--- src/rtl/rx_phase_pkg.sv ---
package rx_phase_pkg;

    localparam int SYM_TICKS  = 48;
    localparam int SMP_W      = 14;
    localparam int SYNC_TICKS = 2;
    localparam int BAUD_TICKS = 24;

    // Events the phase counter hands to the sync and capture logic.
    typedef struct packed {
        logic run;
        logic sym_last;
        logic sync_hit;
    } phase_ev_t;

    // Keep a requested baud-high width inside the allowed 1/16..15/16 band.
    function automatic int baud_width(input int req, input int ticks);
        int lo;
        int hi;
        lo = (ticks + 15) / 16;
        hi = ticks - lo;
        if (req < lo) return lo;
        if (req > hi) return hi;
        return req;
    endfunction

endpackage

--- src/rtl/rx_phase_ctr.sv ---
module rx_phase_ctr
    import rx_phase_pkg::*;
#(
    parameter int TICKS   = SYM_TICKS,
    parameter int BAUD_HI = BAUD_TICKS,
    parameter int PH_W    = $clog2(TICKS)
) (
    input  logic            clk_i,
    input  logic            rst_i,
    input  logic [PH_W-1:0] delay_i,
    output logic [PH_W-1:0] tick_o,
    output logic [PH_W-1:0] phase_o,
    output logic            run_o,
    output logic            baud_o
);

    localparam logic [PH_W-1:0] LAST_TICK = PH_W'(TICKS - 1);
    localparam logic [PH_W-1:0] BAUD_END  = PH_W'(baud_width(BAUD_HI, TICKS));

    logic [PH_W-1:0] tick_q;
    logic [PH_W-1:0] phase_q;
    logic            run_q;
    logic [PH_W-1:0] phase_in;
    logic            sym_last;

    assign phase_in = (delay_i > LAST_TICK) ? LAST_TICK : delay_i;
    assign sym_last = run_q && (tick_q == LAST_TICK);

    always_ff @(posedge clk_i) begin
        if (rst_i) begin
            tick_q  <= '0;
            phase_q <= phase_in;
            run_q   <= 1'b0;
        end else begin
            run_q <= 1'b1;
            if (sym_last) begin
                tick_q  <= '0;
                phase_q <= phase_in;
            end else if (run_q) begin
                tick_q <= tick_q + 1'b1;
            end
        end
    end

    assign tick_o  = tick_q;
    assign phase_o = phase_q;
    assign run_o   = run_q;
    assign baud_o  = run_q && (tick_q < BAUD_END);

endmodule

--- src/rtl/rx_sync_gen.sv ---
module rx_sync_gen
    import rx_phase_pkg::*;
#(
    parameter int PH_W   = 6,
    parameter int SYNC_W = SYNC_TICKS
) (
    input  logic            clk_i,
    input  logic            rst_i,
    input  logic            run_i,
    input  logic [PH_W-1:0] tick_i,
    input  logic [PH_W-1:0] phase_i,
    output logic            sync_o,
    output logic            hit_o
);

    localparam int TW = (SYNC_W > 1) ? $clog2(SYNC_W) + 1 : 1;

    logic hit;
    logic tail_on;

    assign hit = run_i && (tick_i == phase_i);

    generate
        if (SYNC_W > 1) begin : g_tail
            logic [TW-1:0] tail_q;
            always_ff @(posedge clk_i) begin
                if (rst_i) begin
                    tail_q <= '0;
                end else if (hit) begin
                    tail_q <= TW'(SYNC_W - 1);
                end else if (tail_q != '0) begin
                    tail_q <= tail_q - 1'b1;
                end
            end
            assign tail_on = (tail_q != '0);
        end else begin : g_notail
            assign tail_on = 1'b0;
        end
    endgenerate

    assign sync_o = hit || tail_on;
    assign hit_o  = hit;

endmodule

--- src/rtl/rx_sample_cap.sv ---
module rx_sample_cap
    import rx_phase_pkg::*;
#(
    parameter int DW      = SMP_W,
    parameter int MID_OFF = SYM_TICKS / 2
) (
    input  logic          clk_i,
    input  logic          rst_i,
    input  logic          hit_i,
    input  logic [DW-1:0] bus_i,
    output logic [DW-1:0] prim_o,
    output logic          prim_vld_o,
    output logic [DW-1:0] mid_o,
    output logic          mid_vld_o
);

    localparam int NSLOT = 2;
    localparam int MW    = $clog2(MID_OFF + 1);

    logic             sel_q;
    logic [NSLOT-1:0] fire_v;
    logic             mid_fire;

    // Two countdown slots so a short phase step cannot drop a pending mid capture.
    generate
        for (genvar g = 0; g < NSLOT; g++) begin : g_slot
            logic [MW-1:0] cnt_q;
            always_ff @(posedge clk_i) begin
                if (rst_i) begin
                    cnt_q <= '0;
                end else if (hit_i && (sel_q == 1'(g))) begin
                    cnt_q <= MW'(MID_OFF);
                end else if (cnt_q != '0) begin
                    cnt_q <= cnt_q - 1'b1;
                end
            end
            assign fire_v[g] = (cnt_q == MW'(1));
        end
    endgenerate

    assign mid_fire = |fire_v;

    always_ff @(posedge clk_i) begin
        if (rst_i) begin
            sel_q      <= 1'b0;
            prim_o     <= '0;
            prim_vld_o <= 1'b0;
            mid_o      <= '0;
            mid_vld_o  <= 1'b0;
        end else begin
            prim_vld_o <= hit_i;
            mid_vld_o  <= mid_fire;
            if (hit_i) begin
                prim_o <= bus_i;
                sel_q  <= ~sel_q;
            end
            if (mid_fire) begin
                mid_o <= bus_i;
            end
        end
    end

endmodule

--- src/rtl/rx_phase_timer.sv ---
module rx_phase_timer
    import rx_phase_pkg::*;
#(
    parameter int TICKS_PER_SYM = SYM_TICKS,
    parameter int DATA_W        = SMP_W,
    parameter int SYNC_W        = SYNC_TICKS,
    parameter int BAUD_HIGH     = BAUD_TICKS,
    parameter int MID_OFFSET    = TICKS_PER_SYM / 2,
    localparam int PH_W         = $clog2(TICKS_PER_SYM)
) (
    input  logic              clk_i,
    input  logic              rst_i,
    input  logic [PH_W-1:0]   delay_i,
    input  logic [DATA_W-1:0] rx_bus_i,
    output logic              baud_o,
    output logic              sync_o,
    output logic [DATA_W-1:0] prim_smp_o,
    output logic              prim_vld_o,
    output logic [DATA_W-1:0] mid_smp_o,
    output logic              mid_vld_o
);

    logic [PH_W-1:0] tick;
    logic [PH_W-1:0] phase;
    phase_ev_t       ev;

    assign ev.sym_last = ev.run && (tick == PH_W'(TICKS_PER_SYM - 1));

    rx_phase_ctr #(
        .TICKS   (TICKS_PER_SYM),
        .BAUD_HI (BAUD_HIGH),
        .PH_W    (PH_W)
    ) u_ctr (
        .clk_i   (clk_i),
        .rst_i   (rst_i),
        .delay_i (delay_i),
        .tick_o  (tick),
        .phase_o (phase),
        .run_o   (ev.run),
        .baud_o  (baud_o)
    );

    rx_sync_gen #(
        .PH_W   (PH_W),
        .SYNC_W (SYNC_W)
    ) u_sync (
        .clk_i   (clk_i),
        .rst_i   (rst_i),
        .run_i   (ev.run),
        .tick_i  (tick),
        .phase_i (phase),
        .sync_o  (sync_o),
        .hit_o   (ev.sync_hit)
    );

    rx_sample_cap #(
        .DW      (DATA_W),
        .MID_OFF (MID_OFFSET)
    ) u_cap (
        .clk_i      (clk_i),
        .rst_i      (rst_i),
        .hit_i      (ev.sync_hit),
        .bus_i      (rx_bus_i),
        .prim_o     (prim_smp_o),
        .prim_vld_o (prim_vld_o),
        .mid_o      (mid_smp_o),
        .mid_vld_o  (mid_vld_o)
    );

    logic unused_last;
    assign unused_last = ev.sym_last;

endmodule

--- config.mk ---
export PLATFORM = sky130hd
export DESIGN_NAME = rx_phase_timer
export DESIGN_NICKNAME = d
export VERILOG_FILES = /design/src/rtl/rx_phase_pkg.sv /design/src/rtl/rx_phase_ctr.sv /design/src/rtl/rx_sync_gen.sv /design/src/rtl/rx_sample_cap.sv /design/src/rtl/rx_phase_timer.sv
export SDC_FILE = /design/constraint.sdc
export NUM_CORES = 1
export LEC_CHECK = 0
export ABC_AREA = 1
export BUFFER_PORTS_ARGS = -buffer_cell sky130_fd_sc_hd__buf_2
export CAP_MARGIN = 40
export CORE_UTILIZATION = 53
export DETAILED_ROUTE_END_ITERATION = 10
export PLACE_DENSITY = 0.74
export SYNTH_ARGS = -nofsm -noshare
export SYNTH_HDL_FRONTEND = slang
export SYNTH_SLANG_ARGS = --single-unit
--- constraint.sdc ---
create_clock -name clk_i -period 2.12 [get_ports clk_i]
set_clock_uncertainty 0.05 [all_clocks]
set_input_delay 0.424 -clock clk_i [delete_from_list [all_inputs] [get_ports clk_i]]
set_output_delay 0.424 -clock clk_i [all_outputs]
set_load 0.1 [all_outputs]
==> flow_summary.json, run 1 <==
{
  "synth_top_family_by_area": "simple AND/OR/NAND/NOR gates",
  "grt_start_max_net_pins": 25,
  "synth_adder_area_share": 0.0417,
  "grt_use_met2": 0.326,
  "synthDominantCellAreaShare": 0.417,
  "outcome": "complete, no violations",
  "synthTopCellsByCount": "54 x nand2_1, 51 x nor2_1, 50 x dfxtp_1, 32 x inv_1, 26 x nand3_1",
  "maxSlewHeadroom": 0.659,
  "die_y_um": 69.3,
  "insertion_delay_ps": 310,
  "synthSimpleGateAreaFrac": 0.285,
  "syn_inst": 302,
  "rows": 24,
  "fp.dieW_um": 69.3,
  "utilization": 0.646,
  "core_um2": 4350,
  "use_met1": 0.293,
  "combPwrFrac": 0.481,
  "synth-compound-area-share": 0.0657,
  "fillCellCount": 382,
  "clkSinkCount": 56,
  "critPathLaunchType": "register",
  "rsz0062_at_grt": "no",
  "avgRoutedWirePerCell_um": 11.6,
  "gp_congestion": 0.789,
  "muxShareOfSynthArea": 0,
  "reg2reg_depth": 6,
  "grt_usage": 0.209,
  "max_slew.worst_pin.slew_ps": 511,
  "synth_area_leaders": "dfxtp_1 42%, nand2_1 8.5%, nor2_1 8.0%, edfxtp_1 7.5%, nand3_1 5.4%",
  "cts_tree": "yes",
  "finalSetupViolCount": 0,
  "clk_pin_slew_ps": 90,
  "fin_ws_ps": 119,
  "hold_depth": 1,
  "r2r-start": "u_ctr.tick_o[1]",
  "num_antenna_cells": 0,
  "synthXorXnorAreaFrac": 0.0323,
  "synth_nets": 332,
  "yosysSeqAreaShare": 0.492,
  "syn-mean-instance-area_um2": 7.94,
  "swShare": 0.479,
  "drtAntennaViolNets": 0,
  "clock_power_share": 0.156,
  "ys_warn_count": 0,
  "worstHoldStart": "delay_i[5]",
  "syn_area_um2": 2400,
  "busiest_layer": "met2",
  "overflow": 0,
  "worst-setup-path-type": "register to output port",
  "firstDrtPassIters": 4,
  "hold_viol_final": 0,
  "cts_root_buf": "clkbuf_8",
  "crit_fanout": 18,
  "min_path_type": "input port to register",
  "ff_latch_area_um2": 1180,
  "holdPathEnd": "u_ctr.phase_o[5]",
  "synth_top_area_cell": "dfxtp_1",
  "p_int_uw": 1960,
  "hpwl_um": 3320,
  "synth_edf_count": 6,
  "ios": 54,
  "synth.distinct_cells": 25,
  "cp.arrival_ps": 1530,
  "grt_use_met3": 0.0465,
  "leakage_uw": 0.00144,
  "drtIter0Drc": 89,
  "ir_drop_mv": 0.843,
  "worstSetupEndpointType": "output port",
  "antenna_found_initial": 0,
  "async_flop_share": 0,
  "cts_hold_buf": 0,
  "cts_buffer_depth": 2,
  "min_period_ps": 2000,
  "h-tree-depth": 2,
  "finalCritPeriodShare": 0.944,
  "fmax_ghz": 0.500,
  "setup_tns_ps": 0,
  "cts_buffers": 5,
  "multi_input_area_um2": 1020,
  "power_switching_uw": 1810,
  "power_density_nw_per_um2": 1340,
  "drc": 0,
  "synth_flop_cell": "dfxtp_1",
  "viasPerCell": 4.95,
  "io_buffers": 53,
  "grt_pass1_wl_um": 8200,
  "slew_violations": 0,
  "reg2reg_slack_ps": 510,
  "ys_ff_latch": 56,
  "preCtsSetupSlack_ps": 405,
  "areaGrowthSynthToFinish_pct": 17.3,
  "p_seq_frac": 0.362,
  "grt_pass1_vias": 1804,
  "yosysMostFrequentCell": "nand2_1",
  "drive_gt1_frac": 0.219,
  "wirelength_um": 4720,
  "r2r_end": "u_ctr.phase_o[5]",
  "start_util": 0.551,
  "dieArea_um2": 4800,
  "drv_cap": 0,
  "fin_nets": 385,
  "vias": 2018,
  "cp.required_ps": 1650
}
-- worst max-delay path by stage --
| stage | from | to | slack, ps | cells past startpoint |
|---|---|---|---|---|
| after detailed placement | u_ctr.run_o | sync_o | 400 | 7 |
| final | u_ctr.phase_o[0] | sync_o | 120 | 8 |
| after global routing | u_ctr.tick_o[1] | sync_o | 6 | 7 |
| after CTS | u_ctr.run_o | sync_o | 60 | 7 |
| after global placement | u_ctr.run_o | sync_o | 420 | 7 |
| after floorplan | u_ctr.run_o | sync_o | 220 | 8 |
-- cell usage in the layout (no fill, tap or decap), types with 2 or more instances in the layout --
| master | instances |
|---|---|
| clkbuf_8 | 5 |
| nor2_1 | 50 |
| edfxtp_1 | 6 |
| nand4_1 | 14 |
| nand2_1 | 53 |
| o21ai_0 | 16 |
| dfxtp_1 | 48 |
| buf_4 | 6 |
| buf_2 | 52 |
| a21oi_1 | 12 |
| dfxtp_2 | 2 |
| ha_1 | 8 |
| nor2_4 | 2 |
| xor2_1 | 6 |
| nand3_1 | 26 |
| nand3b_1 | 2 |
| nor3_1 | 3 |
| inv_1 | 32 |
-- registers in the layout, summed over array words and instances, names as in the netlist --
signal                flops
u_cap.g_slot.cnt_q       10
u_ctr.tick_o              6
u_cap.sel_q               1
u_ctr.phase_o             6
u_cap.mid_o              14
u_sync.g_tail.tail_q      2
u_cap.mid_vld_o           1
u_ctr.run_o               1
u_cap.prim_vld_o          1
u_cap.prim_o             14
-- timing repair --
action                                  in CTS  in global routing
endpoints found under the setup margin       0                  1
gates resized for setup                      0                  2
buffers inserted                             0                  0
-- worst max-delay path, cell delays in order (launching register included) --
cell      delay, ps
edfxtp_1        410
nand2_1          90
nand2_1          50
inv_1            40
nand2_1          70
nor2_4          110
nand2_4         150
nand2_2         120
buf_12          170
-- through the flow --
step | std cells | hold WS (ps) | power [uW] | area [um^2]
finish | 408 | 271 | 3770 | 2810
global route | 408 | 258 | 4020 | 2810
CTS | 408 | 267 | 3790 | 2810
detailed placement | 400 | 407 | 3190 | 2720
global placement | 400 | 403 | 3170 | 2720
floorplan | 302 | 419 | 2860 | 2400
-- layout make-up --
type                    count  area share
flip-flops and latches     56       0.421
multi-input cells         200       0.364
repair buffers             59       0.116
inverters                  33      0.0440
clock buffers               5      0.0245
well taps                  52      0.0231
clock inverters             3     0.00801
-- metal layers --
metal	vias to the layer above	wire length (um)
met5	-	0
met4	0	46
met3	5	179
met2	51	2130
met1	886	2360
li1	1076	-
-- power groups by stage --
stage / combinational [uW] / clock, uW / sequential [uW]
after floorplan: 860 / 0 / 2000
after global placement: 1780 / 0 / 1380
after detailed placement: 1800 / 0 / 1380
after CTS: 1820 / 604 / 1360
after global routing: 1990 / 649 / 1390
final: 1810 / 589 / 1360
-- kinds of logic after synthesis --
family | after synthesis
flops | 56
compound gates | 30
xor+xnor | 8
buf+inv | 46
fa+ha+maj | 8
simple gates | 154
No activity file was read; power rests on OpenSTA's default activity.
==> inputs of run 2 (changes only) <==
- ABC_AREA: 1 -> default
==> run 2 against run 1 <==
  * Sequential power is 7% higher
  * Worst hold slack got worse by 1.4 ps
  * First-iteration DRC count fell by 19%
  * Core utilization increased by 1.7 points
  * Clock-buffer cell count up 1
  * Maximum frequency shrank 3.2%
  * Critical path depth fell by 3
  * Critical path type unchanged
  * Largest cell class unchanged
==> flow_summary.json, run 2 <==
{
  "synth_flop_cell": "dfxtp_1",
  "maxSlewHeadroom": 0.615,
  "r2r_end": "u_cap.mid_o[7]",
  "crit_start": "u_ctr.phase_o[2]",
  "clkSinkCount": 56,
  "fin_ws_ps": 52.5,
  "crit_fanout": 5,
  "min_path_type": "input port to register",
  "hpwl_um": 3400,
  "core_um2": 4350,
  "cp.arrival_ps": 1590,
  "cp.required_ps": 1650,
  "finalSetupViolCount": 0,
  "syn_area_um2": 2410,
  "ios": 54,
  "reg2reg_slack_ps": 440,
  "preCtsSetupSlack_ps": 334,
  "rows": 24,
  "worst-setup-path-type": "register to output port",
  "outcome": "complete, no violations",
  "worstSetupEndpointType": "output port",
  "mostFrequentLayoutCells": "52 x buf_2, 49 x dfxtp_1, 32 x nor2_1",
  "synth_nets": 282,
  "drv_cap": 0,
  "async_flop_share": 0,
  "r2r-start": "u_cap.g_slot[0].cnt_q[1]",
  "synthDominantCellAreaShare": 0.416,
  "fp.dieW_um": 69.4,
  "ir_drop_mv": 0.995,
  "yosysSeqAreaShare": 0.491,
  "reg2reg_depth": 7,
  "syn_inst": 252,
  "areaGrowthSynthToFinish_pct": 19.9,
  "fillCellCount": 356,
  "synth_top_area_cell": "dfxtp_1",
  "yosysMostFrequentCell": "dfxtp_1",
  "multi_input_area_um2": 1160,
  "antenna_found_initial": 0,
  "die_y_um": 69.4,
  "start_util": 0.553,
  "min_period_ps": 2070,
  "drive_gt1_frac": 0.275,
  "finalCritPeriodShare": 0.975,
  "grt_usage": 0.211,
  "firstDrtPassIters": 4,
  "cts_buffers": 5,
  "p_total_uw": 4310,
  "max_slew.worst_pin.slew_ps": 570,
  "ff_latch_area_um2": 1180,
  "slew_violations": 0,
  "ys_ff_latch": 56,
  "ys_warn_count": 0,
  "drc": 0,
  "synthTopCellsByCount": "50 x dfxtp_1, 32 x nor2_1, 25 x a21oi_1, 17 x mux2i_1",
  "drtIter0Drc": 72,
  "mostFrequentLayoutCell": "buf_2",
  "wirelength_um": 4810,
  "vias": 1897,
  "fmax_ghz": 0.484,
  "synth_edf_count": 6,
  "num_antenna_cells": 0,
  "hold_viol_final": 0,
  "worstHoldStart": "delay_i[5]",
  "cts_buffer_depth": 2,
  "drtAntennaViolNets": 0,
  "syn-mean-instance-area_um2": 9.55,
  "clk_pin_slew_ps": 90,
  "critPathLaunchType": "register",
  "gp_congestion": 0.758,
  "cts_hold_buf": 0,
  "grt_pass1_wl_um": 8140,
  "top_regs": "u_cap.mid_o: 14 flops, u_cap.prim_o: 14 flops, u_cap.g_slot.cnt_q: 10 flops",
  "grt_start_max_net_pins": 33,
  "cts_tree": "yes",
  "cts_root_buf": "clkbuf_8",
  "io_buffers": 53,
  "hold_depth": 1,
  "insertion_delay_ps": 310,
  "fin_nets": 335,
  "endpoint": "sync_o",
  "leakage_uw": 0.00129,
  "utilization": 0.663,
  "grt_pass1_vias": 1762,
  "power_density_nw_per_um2": 1490,
  "overflow": 0,
  "viasPerCell": 5.30,
  "avgRoutedWirePerCell_um": 13.4,
  "synth.distinct_cells": 33,
  "dieArea_um2": 4810,
  "h-tree-depth": 2,
  "synth_area_leaders": "dfxtp_1 42%, edfxtp_1 7.5%, mux2i_1 7.1%, a21oi_1 5.2%, nor2_1 5.0%"
}
run 2: changes by cell type after synthesis, moves of 9 or more:
cell	before	now
a21oi_1	12	25
nand3_1	26	15
xnor2_1	1	10
mux2i_1	0	17
nand4_1	14	1
nand2_1	54	6
inv_1	32	11
nor2_1	51	32
run 2: repair_timing:
action,CTS,global route
endpoints found under the setup margin,1,1
pin swaps,0,0
gates resized for setup,1,4
buffers inserted,0,0
run 2: layout make-up:
cell class                      count  area share
Clock buffer                        6      0.0325
Clock inverter                      2     0.00434
Inverter                           11      0.0143
Multi-Input combinational cell    171       0.401
Sequential cell                    56       0.410
Tap cell                           52      0.0225
Timing Repair Buffer               60       0.115
run 2: report_power, final:
group          leakage, uW  switching [uW]  internal, uW  total, uW
clock network    0.0000523             344           303        647
logic             0.000776            1530           673       2200
registers         0.000466             168          1300       1460
run 2: routing by layer:
layer / routed length (um) / up-vias / GRT usage / part of all wire
met1: 2280 / 882 / 0.285 / 0.47
met4: 94 / 0 / 0.0839 / 0.020
li1: - / 977 / - / -
met2: 2300 / 31 / 0.329 / 0.48
met5: 0 / - / 0 / 0
met3: 130 / 7 / 0.0451 / 0.027
run 2: worst min-delay path by stage:
stage,to
5_1_grt,u_ctr.phase_o[5]
2_1_floorplan,u_sync.g_tail.tail_q[1]
3_3_place_gp,u_cap.prim_o[3]
4_1_cts,u_ctr.phase_o[5]
6_report,u_ctr.phase_o[5]
3_5_place_dp,u_cap.prim_o[10]
run 2: cell families after synthesis:
family                   count (synthesis)  share of synthesized area
adder cells (fa/ha/maj)                  8                     0.0416
multiplexers                            17                     0.0707
XOR/XNOR                                13                     0.0504
AND/OR/NAND/NOR                         82                      0.177
buffers and inverters                   25                     0.0447
AO/OA/AOI/OAI                           51                      0.125
flip-flops                              56                      0.491
run 2: worst max-delay path, cell delays in order, from the launching register on:
cell      delay [ps]
edfxtp_1         440
xnor2_2          200
and4_1           260
nand2_2          100
nand2_2          100
buf_12           170
run 2: through the flow:
| step | hold slack (ps) | setup TNS (ps) | instances | area, um^2 |
|---|---|---|---|---|
| after floorplan | 441 | 0 | 252 | 2420 |
| after global placement | 408 | 0 | 350 | 2750 |
| after detailed placement | 417 | 0 | 350 | 2750 |
| after CTS | 263 | 0 | 358 | 2860 |
| after global routing | 266 | -33.7 | 358 | 2890 |
| final | 269 | 0 | 358 | 2890 |
==> inputs of run 3 (changes only) <==
- CORE_UTILIZATION: 53 -> 56
- CTS_BUF_LIST: default -> sky130_fd_sc_hd__clkbuf_4
- PLACE_DENSITY: 0.74 -> 0.78
- SYNTH_HIERARCHICAL: default -> 1
==> run 3 against run 2 <==
  * Sequential cell count is the same
  * Synthesized cell count shrank 3.6%
  * Sequential share of layout area shrank 0.81 points
  * Routed wire length shrank 14%
  * Global-route usage shrank 2.6 points
  * Core utilization grew 5.3 points
  * Maximum frequency shrank 0.46%
  * Final cell count shrank 1.7%
  * Cell area grew 2.8%
  * Via count shrank 6.6%
  * Clock-buffer cell count shrank 1
==> flow_summary.json, run 3 <==
{
  "synthDominantCellAreaShare": 0.402,
  "hold_depth": 1,
  "antenna_found_initial": 0,
  "core_um2": 4140,
  "crit_path_top_delay_cell": "edfxtp_1",
  "worst-setup-path-type": "register to output port",
  "grt_start_max_net_pins": 30,
  "critPathLaunchType": "register",
  "syn_inst": 243,
  "preCtsSetupSlack_ps": 231,
  "stdcell_count": 352,
  "grt_pass1_wl_um": 6510,
  "fin_area_um2": 2970,
  "slew_violations": 0,
  "synth_flop_cell": "dfxtp_1",
  "leakage_uw": 0.00128,
  "worstSetupEndpointType": "output port",
  "r2r-start": "u_ctr/phase_o[2]",
  "cts_root_buf": "clkbuf_4",
  "holdPathEnd": "u_ctr/phase_o[5]",
  "cts_hold_buf": 0,
  "wirelength_um": 4130,
  "vias": 1772,
  "start_util": 0.601,
  "h-tree-depth": 2,
  "grt_usage": 0.185,
  "crit_family": "flip-flops",
  "ios": 54,
  "maxSlewHeadroom": 0.672,
  "num_antenna_cells": 0,
  "hpwl_um": 2890,
  "syn_area_um2": 2490,
  "areaGrowthSynthToFinish_pct": 19.1,
  "cp.arrival_ps": 1600,
  "drive_gt1_frac": 0.288,
  "ir_drop_mv": 0.633,
  "dpl_cell_area_um2": 2860,
  "synth_top_area_cell": "dfxtp_1",
  "drtIter0Drc": 83,
  "max_slew.worst_pin.slew_ps": 495,
  "syn-mean-instance-area_um2": 10.2,
  "dieArea_um2": 4720,
  "min_path_type": "input port to register",
  "crit_fanout": 2,
  "viasPerCell": 5.03,
  "setup_tns_ps": 0,
  "overflow": 0,
  "crit_buf_inv": 1,
  "fp.dieW_um": 68.7,
  "clkSinkCount": 56,
  "fin_ws_ps": 43.1,
  "rows": 23,
  "synth.distinct_cells": 36,
  "gp_congestion": 0.772,
  "fillCellCount": 321,
  "io_buffers": 53,
  "finalCritPeriodShare": 0.980,
  "synth_edf_count": 6,
  "r2r_end": "u_cap/g_slot[0].cnt_q[1]",
  "worstHoldStart": "delay_i[5]",
  "top_regs": "u_cap/mid_o: 14 flops, u_cap/prim_o: 14 flops, u_cap/g_slot.cnt_q: 10 flops",
  "finalSetupViolCount": 0,
  "yosysMostFrequentCell": "dfxtp_1",
  "die_y_um": 68.7,
  "drv_cap": 0,
  "ys_warn_count": 6,
  "cts_tree": "yes",
  "min_period_ps": 2080,
  "clk_pin_slew_ps": 140,
  "outcome": "complete, no violations",
  "mostFrequentLayoutCell": "buf_2",
  "cts_buffers": 5,
  "p_total_uw": 4010,
  "synth_nets": 272,
  "slowest_delay_ps": 450,
  "firstDrtPassIters": 4,
  "fmax_ghz": 0.481,
  "avgRoutedWirePerCell_um": 11.7,
  "dp_cells": 342,
  "grt_pass1_vias": 1490,
  "yosysSeqAreaShare": 0.474,
  "insertion_delay_ps": 370,
  "power_density_nw_per_um2": 1350,
  "fin_nets": 331,
  "synthTopCellsByCount": "50 x dfxtp_1, 38 x nand2b_1, 31 x mux2i_1, 28 x nor2_1, 11 x inv_1",
  "hold_viol_final": 0,
  "drtAntennaViolNets": 0,
  "cp.required_ps": 1650,
  "reg2reg_depth": 8,
  "synth_area_leaders": "dfxtp_1 40%, mux2i_1 12%, nand2b_1 9.5%, edfxtp_1 7.2%, nor2_1 4.2%",
  "ys_ff_latch": 56,
  "mostFrequentLayoutCells": "52 x buf_2, 44 x dfxtp_1, 38 x nand2b_1",
  "drc": 0,
  "async_flop_share": 0,
  "reg2reg_slack_ps": 280,
  "cts_buffer_depth": 2,
  "path_cells": "xnor2_2, nand2_2, o31ai_4, buf_12"
}
run 3: changes by cell type after synthesis, sizes merged, moves of 3 or more:
cell    delta
o21ai     -15
a31oi      +3
nand3     -11
nand2b    +31
nor3       -3
clkbuf     -4
a21oi     -22
nor2       -4
mux2i     +14
run 3: metrics by stage:
stage	hold slack, ps	util
after floorplan	408	-
after global placement	407	0.690
after detailed placement	416	0.690
after CTS	195	0.706
after global routing	197	0.716
final	210	0.716
run 3: area by class of cell:
class                   count  area, um^2  share of cell area
clock buffers               5        37.5              0.0127
clock inverters             2        12.5             0.00422
inverters                  11        41.3              0.0139
multi-input cells         166        1260               0.425
flip-flops and latches     56        1190               0.402
well taps                  50        62.6              0.0211
repair buffers             62         360               0.122
run 3: cell families after synthesis:
family	Yosys count	share of synthesized area
XOR/XNOR	13	0.0457
buffers and inverters	21	0.0422
flip-flops	56	0.474
multiplexers	31	0.125
AO/OA/AOI/OAI	18	0.0543
AND/OR/NAND/NOR	97	0.224
adder cells (fa/ha/maj)	7	0.0352
run 3: worst max path at each step:
stage	from	end	slack (ps)	depth (start not counted)
final	u_ctr/phase_o[1]	sync_o	40	4
after global routing	u_ctr/phase_o[1]	sync_o	-50	4
after CTS	u_ctr/phase_o[2]	sync_o	1	4
after detailed placement	u_ctr/tick_o[5]	sync_o	230	4
after global placement	u_ctr/tick_o[5]	sync_o	290	4
after floorplan	u_ctr/tick_o[3]	sync_o	-40	3
run 3: worst reg2reg max path, delay by kind of cell, from the launching register on:
family                 cells  cell delay [ps]
AO/OA/AOI/OAI              1               60
XOR/XNOR                   1              200
buffers and inverters      2              380
flip-flops                 1              410
AND/OR/NAND/NOR            4              640
run 3: power by group:
part           switching (uW)  internal [uW]  leakage, uW
Sequential                167           1290     0.000469
Combinational            1460            659     0.000789
Clock                     305            122    0.0000271
run 3: routing by layer:
metal | vias up | track usage | part of all wire
li1 | 935 | - | -
met1 | 792 | 0.236 | 0.48
met2 | 40 | 0.300 | 0.47
met3 | 5 | 0.0493 | 0.038
met4 | 0 | 0.0625 | 0.013
met5 | - | 0 | 0
run 3: repair_timing:
item                                    4_1_cts  5_1_grt
gates cloned                                  0        0
buffers inserted                              1        2
pin swaps                                     1        7
gates resized for setup                       6        6
endpoints found under the setup margin        1        1
